--- config.mk ---
export PLATFORM = sky130hd
export DESIGN_NAME = prescaled_timer
export DESIGN_NICKNAME = d
export VERILOG_FILES = /design/src/rtl/pct_pkg.sv /design/src/rtl/pct_sync.sv /design/src/rtl/pct_tick.sv /design/src/rtl/pct_core.sv /design/src/rtl/prescaled_timer.sv
export SDC_FILE = /design/constraint.sdc
export NUM_CORES = 1
export LEC_CHECK = 0
export ABC_CLOCK_PERIOD_IN_PS = 2700
export BUFFER_PORTS_ARGS = -buffer_cell sky130_fd_sc_hd__buf_2
export CAP_MARGIN = 20
export CORE_ASPECT_RATIO = 1.1
export CORE_UTILIZATION = 35
export CTS_CLUSTER_SIZE = 20
export DETAILED_ROUTE_END_ITERATION = 10
export PLACE_DENSITY_LB_ADDON = 0.1
export SYNTH_ARGS = -nofsm -noshare
export SYNTH_HDL_FRONTEND = slang
export SYNTH_HIERARCHICAL = 1
export SYNTH_SLANG_ARGS = --single-unit
--- constraint.sdc ---
create_clock -name clk -period 2.7 [get_ports clk]
set_clock_uncertainty 0.2 [all_clocks]
set_input_delay 0.135 -clock clk [delete_from_list [all_inputs] [get_ports clk]]
set_output_delay 0.135 -clock clk [all_outputs]
set_load 0.02 [all_outputs]
--- src/rtl/pct_pkg.sv ---
package pct_pkg;

    typedef enum logic [1:0] {
        SRC_DIV4 = 2'd0,
        SRC_EDGE = 2'd1,
        SRC_GATE = 2'd2,
        SRC_TRIG = 2'd3
    } src_mode_e;

    typedef struct packed {
        logic      retrig;
        src_mode_e mode;
        logic      cont;
        logic      en;
    } cfg_t;

    localparam logic [1:0] ADDR_PRE  = 2'd0;
    localparam logic [1:0] ADDR_INIT = 2'd1;
    localparam logic [1:0] ADDR_CTRL = 2'd2;

    localparam int CLK_DIV = 4;

    function automatic cfg_t cfg_from_byte(input logic [7:0] b);
        cfg_t c;
        c.en     = b[0];
        c.cont   = b[2];
        c.mode   = src_mode_e'(b[4:3]);
        c.retrig = b[5];
        return c;
    endfunction

endpackage

--- src/rtl/pct_sync.sv ---
module pct_sync #(
    parameter int STAGES = 2
) (
    input  logic clk,
    input  logic rst,
    input  logic pin,
    output logic level,
    output logic rise
);
    logic [STAGES:0] sh_q;

    always_ff @(posedge clk) begin
        if (rst) sh_q <= '0;
        else     sh_q <= {sh_q[STAGES-1:0], pin};
    end

    assign level = sh_q[STAGES-1];
    assign rise  = sh_q[STAGES-1] & ~sh_q[STAGES];

endmodule

--- src/rtl/pct_tick.sv ---
module pct_tick
    import pct_pkg::*;
#(
    parameter int DIV = CLK_DIV
) (
    input  logic      clk,
    input  logic      rst,
    input  src_mode_e mode,
    input  logic      pin_level,
    input  logic      pin_rise,
    output logic      tick
);
    localparam int DW = (DIV > 1) ? $clog2(DIV) : 1;

    logic [DW-1:0] div_q;
    logic          div_tick;

    always_ff @(posedge clk) begin
        if (rst)                        div_q <= '0;
        else if (div_q == DW'(DIV - 1)) div_q <= '0;
        else                            div_q <= div_q + 1'b1;
    end

    assign div_tick = (div_q == DW'(DIV - 1));

    always_comb begin
        unique case (mode)
            SRC_EDGE: tick = pin_rise;
            SRC_GATE: tick = div_tick & pin_level;
            default:  tick = div_tick;
        endcase
    end

endmodule

--- src/rtl/pct_core.sv ---
module pct_core
    import pct_pkg::*;
#(
    parameter int PRE_W = 6,
    parameter int CNT_W = 8
) (
    input  logic             clk,
    input  logic             rst,
    input  logic             wr_en,
    input  logic [1:0]       wr_addr,
    input  logic [CNT_W-1:0] wr_data,
    input  logic             tick,
    input  logic             pin_rise,
    output src_mode_e        mode,
    output logic [CNT_W-1:0] count,
    output logic             irq
);
    localparam int PW       = PRE_W + 1;
    localparam int CW       = CNT_W + 1;
    localparam int PRE_FULL = 1 << PRE_W;
    localparam int CNT_FULL = 1 << CNT_W;

    logic [PW-1:0] pre_rl_q, pre_q;
    logic [CW-1:0] init_q, cnt_q;
    cfg_t          cfg_q, new_cfg;
    logic          counting_q, irq_q;
    logic          wr_ctrl, wr_load, trig_fire;
    logic [PW-1:0] pre_wval;
    logic [CW-1:0] init_wval;

    assign new_cfg   = cfg_from_byte(wr_data[7:0]);
    assign wr_ctrl   = wr_en && (wr_addr == ADDR_CTRL);
    assign wr_load   = wr_data[1];
    assign pre_wval  = (wr_data[PRE_W-1:0] == '0) ? PW'(PRE_FULL) : {1'b0, wr_data[PRE_W-1:0]};
    assign init_wval = (wr_data == '0) ? CW'(CNT_FULL) : {1'b0, wr_data};
    assign trig_fire = cfg_q.en && (cfg_q.mode == SRC_TRIG) && pin_rise
                       && (cfg_q.retrig || !counting_q);

    always_ff @(posedge clk) begin
        if (rst) begin
            pre_rl_q   <= PW'(PRE_FULL);
            pre_q      <= PW'(PRE_FULL);
            init_q     <= CW'(CNT_FULL);
            cnt_q      <= '0;
            cfg_q      <= '0;
            counting_q <= 1'b0;
            irq_q      <= 1'b0;
        end else begin
            irq_q <= 1'b0;
            if (wr_en && wr_addr == ADDR_PRE)  pre_rl_q <= pre_wval;
            if (wr_en && wr_addr == ADDR_INIT) init_q   <= init_wval;
            if (wr_ctrl) begin
                cfg_q      <= new_cfg;
                counting_q <= new_cfg.en && (new_cfg.mode != SRC_TRIG);
                if (wr_load || cnt_q == '0) begin
                    cnt_q <= init_q;
                    pre_q <= pre_rl_q;
                end
            end else if (trig_fire) begin
                cnt_q      <= init_q;
                pre_q      <= pre_rl_q;
                counting_q <= 1'b1;
            end else if (counting_q && tick) begin
                if (pre_q == PW'(1)) begin
                    pre_q <= pre_rl_q;
                    if (cnt_q == CW'(1)) begin
                        irq_q <= 1'b1;
                        if (cfg_q.cont) begin
                            cnt_q <= init_q;
                        end else begin
                            cnt_q      <= '0;
                            counting_q <= 1'b0;
                        end
                    end else begin
                        cnt_q <= cnt_q - 1'b1;
                    end
                end else begin
                    pre_q <= pre_q - 1'b1;
                end
            end
        end
    end

    assign mode  = cfg_q.mode;
    assign count = cnt_q[CNT_W-1:0];
    assign irq   = irq_q;

    // prescaler state stays within its divide range
    assert_pre_range_R1: assert property (@(posedge clk) disable iff (rst)
        (pre_q >= PW'(1)) && (pre_q <= PW'(PRE_FULL)));

    // a running count is never at zero and never above full scale
    assert_cnt_range_R2: assert property (@(posedge clk) disable iff (rst)
        (cnt_q <= CW'(CNT_FULL)) && (!counting_q || cnt_q != '0));

    // interrupt only follows a joint end of prescaler and counter
    assert_irq_cause_R3: assert property (@(posedge clk) disable iff (rst)
        irq_q |-> ($past(pre_q) == PW'(1) && $past(cnt_q) == CW'(1) && $past(counting_q)));

    // interrupt is a single-cycle pulse
    assert_irq_pulse_R3: assert property (@(posedge clk) disable iff (rst)
        irq_q |=> !irq_q);

    // single pass halts at zero after its interrupt
    assert_single_halt_R4: assert property (@(posedge clk) disable iff (rst)
        (irq_q && !cfg_q.cont) |-> (cnt_q == '0 && !counting_q));

    // a control write suppresses an interrupt for that cycle
    assert_write_wins_R10: assert property (@(posedge clk) disable iff (rst)
        $past(wr_ctrl) |-> !irq_q);

endmodule

--- src/rtl/prescaled_timer.sv ---
module prescaled_timer
    import pct_pkg::*;
#(
    parameter int PRE_W       = 6,
    parameter int CNT_W       = 8,
    parameter int SYNC_STAGES = 2
) (
    input  logic             clk,
    input  logic             rst,
    input  logic             wr_en,
    input  logic [1:0]       wr_addr,
    input  logic [CNT_W-1:0] wr_data,
    input  logic             ext_in,
    output logic [CNT_W-1:0] count_out,
    output logic             irq
);
    logic      pin_level, pin_rise, tick;
    src_mode_e mode;

    pct_sync #(.STAGES(SYNC_STAGES)) u_sync (
        .clk   (clk),
        .rst   (rst),
        .pin   (ext_in),
        .level (pin_level),
        .rise  (pin_rise)
    );

    pct_tick #(.DIV(CLK_DIV)) u_tick (
        .clk       (clk),
        .rst       (rst),
        .mode      (mode),
        .pin_level (pin_level),
        .pin_rise  (pin_rise),
        .tick      (tick)
    );

    pct_core #(.PRE_W(PRE_W), .CNT_W(CNT_W)) u_core (
        .clk      (clk),
        .rst      (rst),
        .wr_en    (wr_en),
        .wr_addr  (wr_addr),
        .wr_data  (wr_data),
        .tick     (tick),
        .pin_rise (pin_rise),
        .mode     (mode),
        .count    (count_out),
        .irq      (irq)
    );

    // with the gate low the count does not move
    assert_gate_hold_R7: assert property (@(posedge clk) disable iff (rst)
        (mode == SRC_GATE && !pin_level && !wr_en) |=> $stable(count_out));

endmodule

==> impl_metrics.tcl, run 1 <==
set metrics [dict create \
    status "finished, final reports clean" \
    grtUsageTotal_pct 17.6 \
    synth_top_area_share_pct 39.2 \
    cts_buffers 5 \
    tightest_slew_ns 0.703 \
    grt_pass1_wl_um 9360 \
    swShare_pct 28.2 \
    synth_edf_count 0 \
    cp_num_buf_inv 1 \
    gr-total-overflow 0 \
    viasPerCell 5.15 \
    ioPinCount 23 \
    worstPathRequired_ns 2.68 \
    start_kind "register" \
    drive_gt1_share_pct 16.0 \
    whs_path_depth 2 \
    mostFrequentLayoutCells "dfxtp_1, nor2_1, buf_2, a21oi_1, nand2_1" \
    finalPower_uw 1400 \
    peakVddDrop_v 0.000237 \
    cts-root-buf "clkbuf_8" \
    first_pass_iters 4 \
    via_count 1894 \
    h-tree-depth 2 \
    grt_pass1_vias 1894 \
    fin_area_mm2 0.00259 \
    drtIter0Drc 99 \
    hp-class "in2reg" \
    syn_inst 261 \
    synth_area_mm2 0.00225 \
    diodes 0 \
    p_seq_share_pct 50.7 \
    die_y_um 86.0 \
    postPlaceCellArea_mm2 0.00239 \
    synth_ff_type "dfxtp_1" \
    final_util_pct 41.9 \
    power_density_mw_per_mm2 539 \
    max_freq_ghz 0.400 \
    rows 30 \
    cp_cell_sequence "inv_1 > ha_1 > or3b_2 > o311ai_4 > o21ai_4 > or2_1 > o32a_1" \
    critical_path.top_delay_family "simple AND/OR/NAND/NOR gates" \
    leakagePower_uw 0.00105 \
    finalNetCount 308 \
    clock_latency_ns 0.30 \
    cp.arrival_ns 2.48 \
    grt_max_degree 40 \
    period_minus_slack_ns 2.50 \
    dieWidth_um 78.4 \
    wire_per_inst_um 14.4 \
    relSlewSlack_pct 52.8 \
    cts_tree "done" \
    ys_top_cells_by_area "dfxtp_1, mux2i_1, nor2_1" \
    antenna_left 0 \
    hpwlAfterDp_um 3790 \
    comb_power_share_pct 18.0 \
    io_buffer_count 22 \
    worst_setup_path_end_kind "register" \
    layout_commonest_cell "dfxtp_1" \
    wl_um 5310 \
    rsz0062_at_grt "true" \
    hold_viol_final 0 \
    cp.depth 7 \
    drv_cap 0 \
    antenna_found_initial 0 \
    timing.hold.ws_ns 0.170 \
    globalRouteMet3Util_pct 3.62 \
    clk_path_buf_depth 2 \
    slowest_delay_ns 0.54 \
    syn-num-nets 282 \
    period_share_pct 92.6 \
    slowest_stage "or3b_2" \
    busiest_layer "met2" \
    core_mm2 0.00619 \
    report.final.slew_viol_count 0 \
    yosys_warnings 6 \
    seqCellArea_um2 881 \
    syn2layout_area_growth_pct 15.4 \
    power.switching_uw 394 \
    async_reset_ff_share_pct 0 \
    use_met1_pct 22.4 \
    grt_use_met2_pct 30.1 \
    start_util_pct 36.3 \
    nFillCells 630 \
    avgSynthCellArea_um2 8.61 \
    seq_area_frac_synth_pct 39.2 \
    multi_input_area_mm2 0.00120 \
    drc 0 \
    synth_area_leader_cell "dfxtp_1" \
    path_max_fanout 10 \
    gp_congestion 0.838 \
    clkTransAtPathRegs_ns 0.09 \
    crit_type "reg2reg" \
    cts_sinks 44 \
    internal_power_uw 1000 \
    reg2reg_depth 7 \
    synth_cell_type_count 56 \
    dieArea_mm2 0.00675 \
    finalSetupViolCount 0 \
    synth_seq_cells 44 \
    power_frac_clock_pct 31.3 \
    cts_setup_buffers 0 \
]
-- worst register-to-register path, stage by stage, from the launching register on --
cell	delay (ns)
dfxtp_1	0.36
inv_1	0.10
ha_1	0.19
or3b_2	0.54
o311ai_4	0.33
o21ai_4	0.17
or2_1	0.31
o32a_1	0.19
-- state kept, by name, indices dropped and copies added (netlist names) --
signal / cells
u_core/cnt_q: 9
u_core/init_q: 9
u_core/pre_q: 7
u_core/pre_rl_q: 7
u_core/cfg_q: 3
u_sync/sh_q: 3
u_core/mode: 2
u_tick/div_q: 2
u_core/counting_q: 1
u_core/irq: 1
-- cells in the mapped netlist (2+ instances only) --
master,n
a211oi_1,5
a21oi_1,22
a221oi_1,3
a31oi_1,3
a32oi_1,2
buf_4,10
clkbuf_1,8
dfxtp_1,44
ha_1,7
inv_1,14
mux2i_1,15
nand2_1,22
nand2b_1,3
nand3b_1,2
nor2_1,31
nor2b_1,4
nor3_1,11
nor3b_1,2
nor4_1,4
o21a_1,2
o21ai_0,3
o21ai_1,2
o32ai_1,7
or3_1,3
-- area by class of cell --
class | count | area share (%)
repair buffers | 40 | 10.4
multi-input cells | 182 | 46.1
inverters | 14 | 2.03
flip-flops and latches | 44 | 34.0
clock inverters | 1 | 0.289
clock buffers | 7 | 3.33
well taps | 80 | 3.86
-- power groups by stage --
stage | sequential [µW] | clock, µW | combinational (µW)
finish | 708 | 437 | 252
global route | 714 | 483 | 287
CTS | 708 | 453 | 251
detailed placement | 724 | 0 | 239
global placement | 724 | 0 | 241
floorplan | 715 | 0 | 187
-- metal layers --
layer	vias up	share of wire, %
li1	974	-
met1	889	49
met2	29	47
met3	2	3.1
met4	0	0.60
met5	-	0
-- stage by stage --
step / instances / TNS (ns) / setup slack, ns
floorplan: 261 / 0 / 0.419
CTS: 368 / 0 / 0.177
detailed placement: 350 / 0 / 0.220
global route: 368 / -0.00184 / -0.00184
global placement: 350 / 0 / 0.245
finish: 368 / 0 / 0.199
-- logic make-up (layout without fill, tap and decap cells) --
family          count (synthesis)  count (layout)  share of synthesized area [%]
compound gates                 60              60                           18.7
buf+inv                        35              62                           7.91
mux                            15              15                           6.68
simple gates                   99              99                           23.2
flops                          44              44                           39.2
fa+ha+maj                       7               7                           3.90
xor+xnor                        1               1                          0.390
-- repair_timing --
item / in CTS / in global routing
hold buffers: 10 / 0
hold endpoints to repair: 20 / 0
setup endpoints to repair: 0 / 1
resized for setup: 0 / 1
-- path summary, 6_finish.rpt --
| check | startpoint | end | slack, ns |
|---|---|---|---|
| setup / recovery | u_core/cnt_q[0]$_SDFFE_PP0P_ | u_core/pre_q[6]$_SDFFE_PP1P_ | 0.20 |
| hold / removal | rst | u_core/pre_rl_q[3]$_SDFFE_PP0P_ | 0.17 |
| setup reg to reg | u_core/cnt_q[0]$_SDFFE_PP0P_ | u_core/pre_q[6]$_SDFFE_PP1P_ | 0.20 |
| hold reg to reg | u_tick/div_q[0]$_SDFF_PP0_ | u_tick/div_q[0]$_SDFF_PP0_ | 0.23 |
No activity file was read; power rests on OpenSTA's default activity.
==> run 2, diff against run 1 <==
--- a/config.mk
+++ b/config.mk
@@ -12,6 +12,7 @@
 export CORE_UTILIZATION = 35
 export CTS_CLUSTER_SIZE = 20
 export DETAILED_ROUTE_END_ITERATION = 10
+export GPL_TIMING_DRIVEN = 0
 export PLACE_DENSITY_LB_ADDON = 0.1
 export SYNTH_ARGS = -nofsm -noshare
 export SYNTH_HDL_FRONTEND = slang
==> run 2 against run 1 <==
Effect of this change:
- via count grew 3.9%
- critical path depth up 1
- sequential power about the same
- power fell by 0.65%
- count of clock-buffer cells in the layout fell by 2
- register-to-register slack worse by 0.04 ns
- wire length grew 4.9%
- design area grew 4.1%
- fmax down 1.6%
- global-route usage up 0.75 points
- worst hold slack better by 0.069 ns
- critical path type unchanged
==> impl_metrics.tcl, run 2 (synthesis gave the netlist of run 1 again) <==
set metrics [dict create \
    timing.hold.ws_ns 0.239 \
    syn2layout_area_growth_pct 20.1 \
    report.final.slew_viol_count 0 \
    start_util_pct 36.3 \
    timing.rr.end "u_core/cnt_q[5]$_SDFFE_PP0P_" \
    min_to "u_tick/div_q[0]$_SDFF_PP0_" \
    mostFrequentLayoutCells "dfxtp_1, nor2_1, buf_2" \
    worstPathRequired_ns 2.70 \
    grtUsageTotal_pct 18.4 \
    clkTransAtPathRegs_ns 0.09 \
    wl_um 5570 \
    r2r_slack_ns 0.16 \
    finalNetCount 324 \
    hpwlAfterDp_um 3990 \
    ioPinCount 23 \
    die_y_um 86.0 \
    layout_commonest_cell "dfxtp_1" \
    tightest_slew_ns 0.698 \
    power_density_mw_per_mm2 514 \
    path_max_fanout 9 \
    holdCritStartpoint "u_tick/div_q[0]$_SDFF_PP0_" \
    worst_setup_path_end_kind "register" \
    first_pass_iters 4 \
    drv_cap 0 \
    grt_max_degree 15 \
    finalSetupViolCount 0 \
    clock_latency_ns 0.30 \
    rows 30 \
    period_minus_slack_ns 2.54 \
    dieArea_mm2 0.00675 \
    clk_path_buf_depth 2 \
    nFillCells 653 \
    start_kind "register" \
    cp_cell_sequence "inv_1 > ha_1 > or4b_1 > nor2_1 > a21o_1 > buf_2 > a32oi_1 > o32ai_1" \
    cts_sinks 44 \
    slowest_stage "or4b_1" \
    drive_gt1_share_pct 17.8 \
    gp_congestion 0.823 \
    io_buffer_count 22 \
    peakVddDrop_v 0.000285 \
    relSlewSlack_pct 53.1 \
    diodes 0 \
    antenna_found_initial 0 \
    finalPower_uw 1390 \
    cts-root-buf "clkbuf_8" \
    period_share_pct 94.1 \
    antenna_left 0 \
    reg2reg_depth 8 \
    drc 0 \
    grt_pass1_wl_um 9630 \
    dieWidth_um 78.4 \
    cts_tree "done" \
    grt_pass1_vias 1981 \
    leakagePower_uw 0.00111 \
    r2r_start "u_core/cnt_q[1]$_SDFFE_PP0P_" \
    wire_per_inst_um 14.5 \
    via_count 1967 \
    finalSetupTns_ns 0 \
    reg.largest.list "u_core/cnt_q x9, u_core/init_q x9" \
    whs_path_depth 1 \
    hold_viol_final 0 \
    slowest_delay_ns 0.50 \
    core_mm2 0.00619 \
    cp_num_buf_inv 2 \
    hp-class "reg2reg" \
    rsz0062_at_grt "false" \
    h-tree-depth 2 \
    crit_type "reg2reg" \
    cts_buffers 5 \
    status "finished, final reports clean" \
    max_freq_ghz 0.393 \
    critical_path.top_delay_family "simple AND/OR/NAND/NOR gates" \
    cp.arrival_ns 2.54 \
    drtIter0Drc 45 \
    gr-total-overflow 0 \
    viasPerCell 5.12 \
]
run 2: cell types whose count changed in the layout (fill, tap and decap cells not counted), sizes merged:
cell	delta
dlygate4sd3	+2
clkinv	+3
buf	+6
clkbuf	+6
clkinvlp	-1
run 2: per-stage QoR:
stage / setup WS [ns] / instance area (µm²) / utilization, % / cells
6_report: 0.158 / 2700 / 43.6 / 384
5_1_grt: 0.00400 / 2700 / 43.6 / 384
4_1_cts: 0.0900 / 2670 / 43.0 / 383
3_5_place_dp: 0.0831 / 2460 / 39.7 / 363
3_3_place_gp: 0.104 / 2460 / 39.7 / 363
2_1_floorplan: 0.419 / 2250 / - / 261
run 2: layout make-up:
cell class	instances	area, µm²	share of cell area, %
clock inverter	3	18.8	0.695
timing repair buffer	35	238	8.81
inverter	14	52.6	1.95
multi-input combinational	182	1210	45.0
sequential	44	881	32.6
tap	80	100	3.71
clock buffer	5	68.8	2.55
buffer	21	125	4.64
run 2: power by group:
group / switching, µW / internal, µW / leakage (µW)
Combinational: 144 / 122 / 0.000700
Sequential: 28.3 / 681 / 0.000359
Clock: 232 / 181 / 0.0000479
Total: 404 / 983 / 0.00111
run 2: what timing repair did:
item,4_1_cts,5_1_grt
hold buffers,12,0
buffers inserted,0,1
endpoints found under the setup margin,0,9
endpoints found under the hold margin,25,0
gates resized for setup,0,5
run 2: per-layer routing:
metal	global-route usage (%)	share of wire, %
met5	0	0
met4	7.74	1.6
met3	3.72	2.7
met2	31.5	49
met1	22.3	47
run 2: how the worst max path moves through the flow:
stage,from,to,slack [ns],cells after the start
5_1_grt,u_core/mode[0]$_SDFFE_PP0P_,u_core/cnt_q[2]$_SDFFE_PP0P_,0.004,11
6_report,u_core/cnt_q[1]$_SDFFE_PP0P_,u_core/cnt_q[5]$_SDFFE_PP0P_,0.16,8
2_1_floorplan,u_core/cnt_q[0]$_SDFFE_PP0P_,u_core/pre_q[6]$_SDFFE_PP1P_,0.42,7
3_3_place_gp,u_core/mode[0]$_SDFFE_PP0P_,u_core/cnt_q[2]$_SDFFE_PP0P_,0.10,11
4_1_cts,u_core/mode[0]$_SDFFE_PP0P_,u_core/cnt_q[2]$_SDFFE_PP0P_,0.09,11
3_5_place_dp,u_core/mode[0]$_SDFFE_PP0P_,u_core/cnt_q[2]$_SDFFE_PP0P_,0.08,11
==> run 3, diff against run 2 <==
--- a/config.mk
+++ b/config.mk
@@ -9,7 +9,7 @@
 export BUFFER_PORTS_ARGS = -buffer_cell sky130_fd_sc_hd__buf_2
 export CAP_MARGIN = 20
 export CORE_ASPECT_RATIO = 1.1
-export CORE_UTILIZATION = 35
+export CORE_UTILIZATION = 31
 export CTS_CLUSTER_SIZE = 20
 export DETAILED_ROUTE_END_ITERATION = 10
 export GPL_TIMING_DRIVEN = 0
==> run 3 against run 2 <==
Effect of this change:
- fmax decreased by 2.7%
- worst setup slack got worse by 0.070 ns
- sequential power about the same
- design area decreased by 0.23%
- via count increased by 1.4%
- combinational power about the same
- critical path type unchanged
==> impl_metrics.tcl, run 3 (synthesis gave the netlist of run 1 again) <==
set metrics [dict create \
    start_util_pct 32.1 \
    gr-total-overflow 0 \
    wl_um 5780 \
    reg.largest.list "u_core/cnt_q x9, u_core/init_q x9" \
    mostFrequentLayoutCells "dfxtp_1, nor2_1, buf_2" \
    core_mm2 0.00701 \
    wire_per_inst_um 14.9 \
    worstPathRequired_ns 2.70 \
    relSlewSlack_pct 43.7 \
    via_count 1995 \
    nFillCells 736 \
    worst_setup_path_end_kind "register" \
    crit_type "reg2reg" \
    leakagePower_uw 0.00109 \
    antenna_found_initial 0 \
    status "finished, final reports clean" \
    timing.final.ws_setup_ns 0.0876 \
    hold_viol_final 0 \
    clock_latency_ns 0.30 \
    ioPinCount 23 \
    report.final.slew_viol_count 0 \
    path_max_fanout 10 \
    timing.hold.ws_ns 0.225 \
    max_freq_ghz 0.383 \
    grt_pass1_wl_um 9870 \
    antenna_left 0 \
    tightest_slew_ns 0.837 \
    grt_max_degree 14 \
    cts_sinks 44 \
    internal_power_uw 1010 \
    comb_power_share_pct 18.8 \
    cts_buffers 5 \
    h-tree-depth 2 \
    final_util_pct 38.4 \
    viasPerCell 5.14 \
    swShare_pct 28.8 \
    fin_area_mm2 0.00269 \
    finalPower_uw 1420 \
    diodes 0 \
    postPlaceCellArea_mm2 0.00246 \
    p_seq_share_pct 50.0 \
    period_minus_slack_ns 2.61 \
    grtUsageTotal_pct 16.3 \
    hpwlAfterDp_um 4140 \
    clk_path_buf_depth 2 \
    cp.arrival_ns 2.61 \
    power_frac_clock_pct 31.2 \
    start_kind "register" \
    dieArea_mm2 0.00759 \
    rows 32 \
    dieWidth_um 83.2 \
    drtIter0Drc 104 \
    pre_cts_ws_ns 0.101 \
    peakVddDrop_v 0.000187 \
    gp_congestion 0.806 \
    clkTransAtPathRegs_ns 0.09 \
    rsz0062_at_grt "true" \
    syn2layout_area_growth_pct 19.8 \
    drive_gt1_share_pct 17.2 \
    drc 0 \
    die_y_um 91.3 \
    power.switching_uw 409 \
    cts_setup_buffers 0 \
    hp-class "in2reg" \
    io_buffer_count 22 \
    finalSetupViolCount 0 \
    grt_pass1_vias 1934 \
    finalNetCount 323 \
    drv_cap 0 \
    period_share_pct 96.8 \
    cts_tree "done" \
    power_density_mw_per_mm2 527 \
    layout_commonest_cell "dfxtp_1" \
    cts-root-buf "clkbuf_8" \
    first_pass_iters 4 \
]
==> run 3: cell types whose count changed in the layout (fill, tap and decap cells not counted), sizes merged <==
cell,delta
clkbuf,+2
clkinv,-3
clkinvlp,+1
buf,-1
==> run 3: stage by stage <==
stage | TNS (ns) | std cells
floorplan | 0 | 261
global placement | 0 | 368
detailed placement | 0 | 368
CTS | 0 | 388
global route | -0.0384 | 388
finish | 0 | 388
==> run 3: area by class of cell <==
class	count	area [µm²]	area share, %
Tap cell	85	106	3.95
Sequential cell	44	881	32.7
Clock buffer	7	86.3	3.21
Inverter	14	52.6	1.95
Clock inverter	1	7.51	0.279
Multi-Input combinational cell	182	1200	44.7
Buffer	21	125	4.65
Timing Repair Buffer	34	230	8.55
==> run 3: metal layers <==
metal | routed length (µm) | global-route usage [%]
met2 | 2710 | 27.6
met4 | 72 | 5.75
met1 | 2770 | 20.6
met3 | 225 | 3.00
met5 | 0 | 0
==> run 3: final timing paths <==
path / startpoint / end / slack [ns] / depth (start not counted)
setup / recovery: u_core/cnt_q[0]$_SDFFE_PP0P_ / u_core/pre_q[6]$_SDFFE_PP1P_ / 0.09 / 7
hold / removal: wr_addr[1] / u_core/cfg_q[0]$_SDFFE_PP0P_ / 0.23 / 4
setup reg to reg: u_core/cnt_q[0]$_SDFFE_PP0P_ / u_core/pre_q[6]$_SDFFE_PP1P_ / 0.09 / 7
hold reg to reg: u_sync/sh_q[0]$_SDFF_PP0_ / u_sync/sh_q[1]$_SDFF_PP0_ / 0.24 / 1
==> run 3: repair_timing <==
item | CTS | global route
hold endpoints to repair | 24 | 0
endpoints found under the setup margin | 0 | 9
hold buffers | 12 | 0
resized for setup | 0 | 3
==> run 3: worst max-delay path, cell delays in order (launching register included) <==
cell and delay [ns]:
dfxtp_1 0.36, inv_1 0.10, ha_1 0.19, or3b_2 0.57, o311ai_4 0.33, o21ai_2 0.21, or2_1 0.36, o32a_1 0.20
==> run 3: power by group through the flow <==
stage | clock (µW) | sequential, µW | combinational (µW)
final | 442 | 709 | 267
after global routing | 486 | 714 | 299
after CTS | 461 | 708 | 266
after detailed placement | 0 | 723 | 252
after global placement | 0 | 723 | 250
after floorplan | 0 | 715 | 187
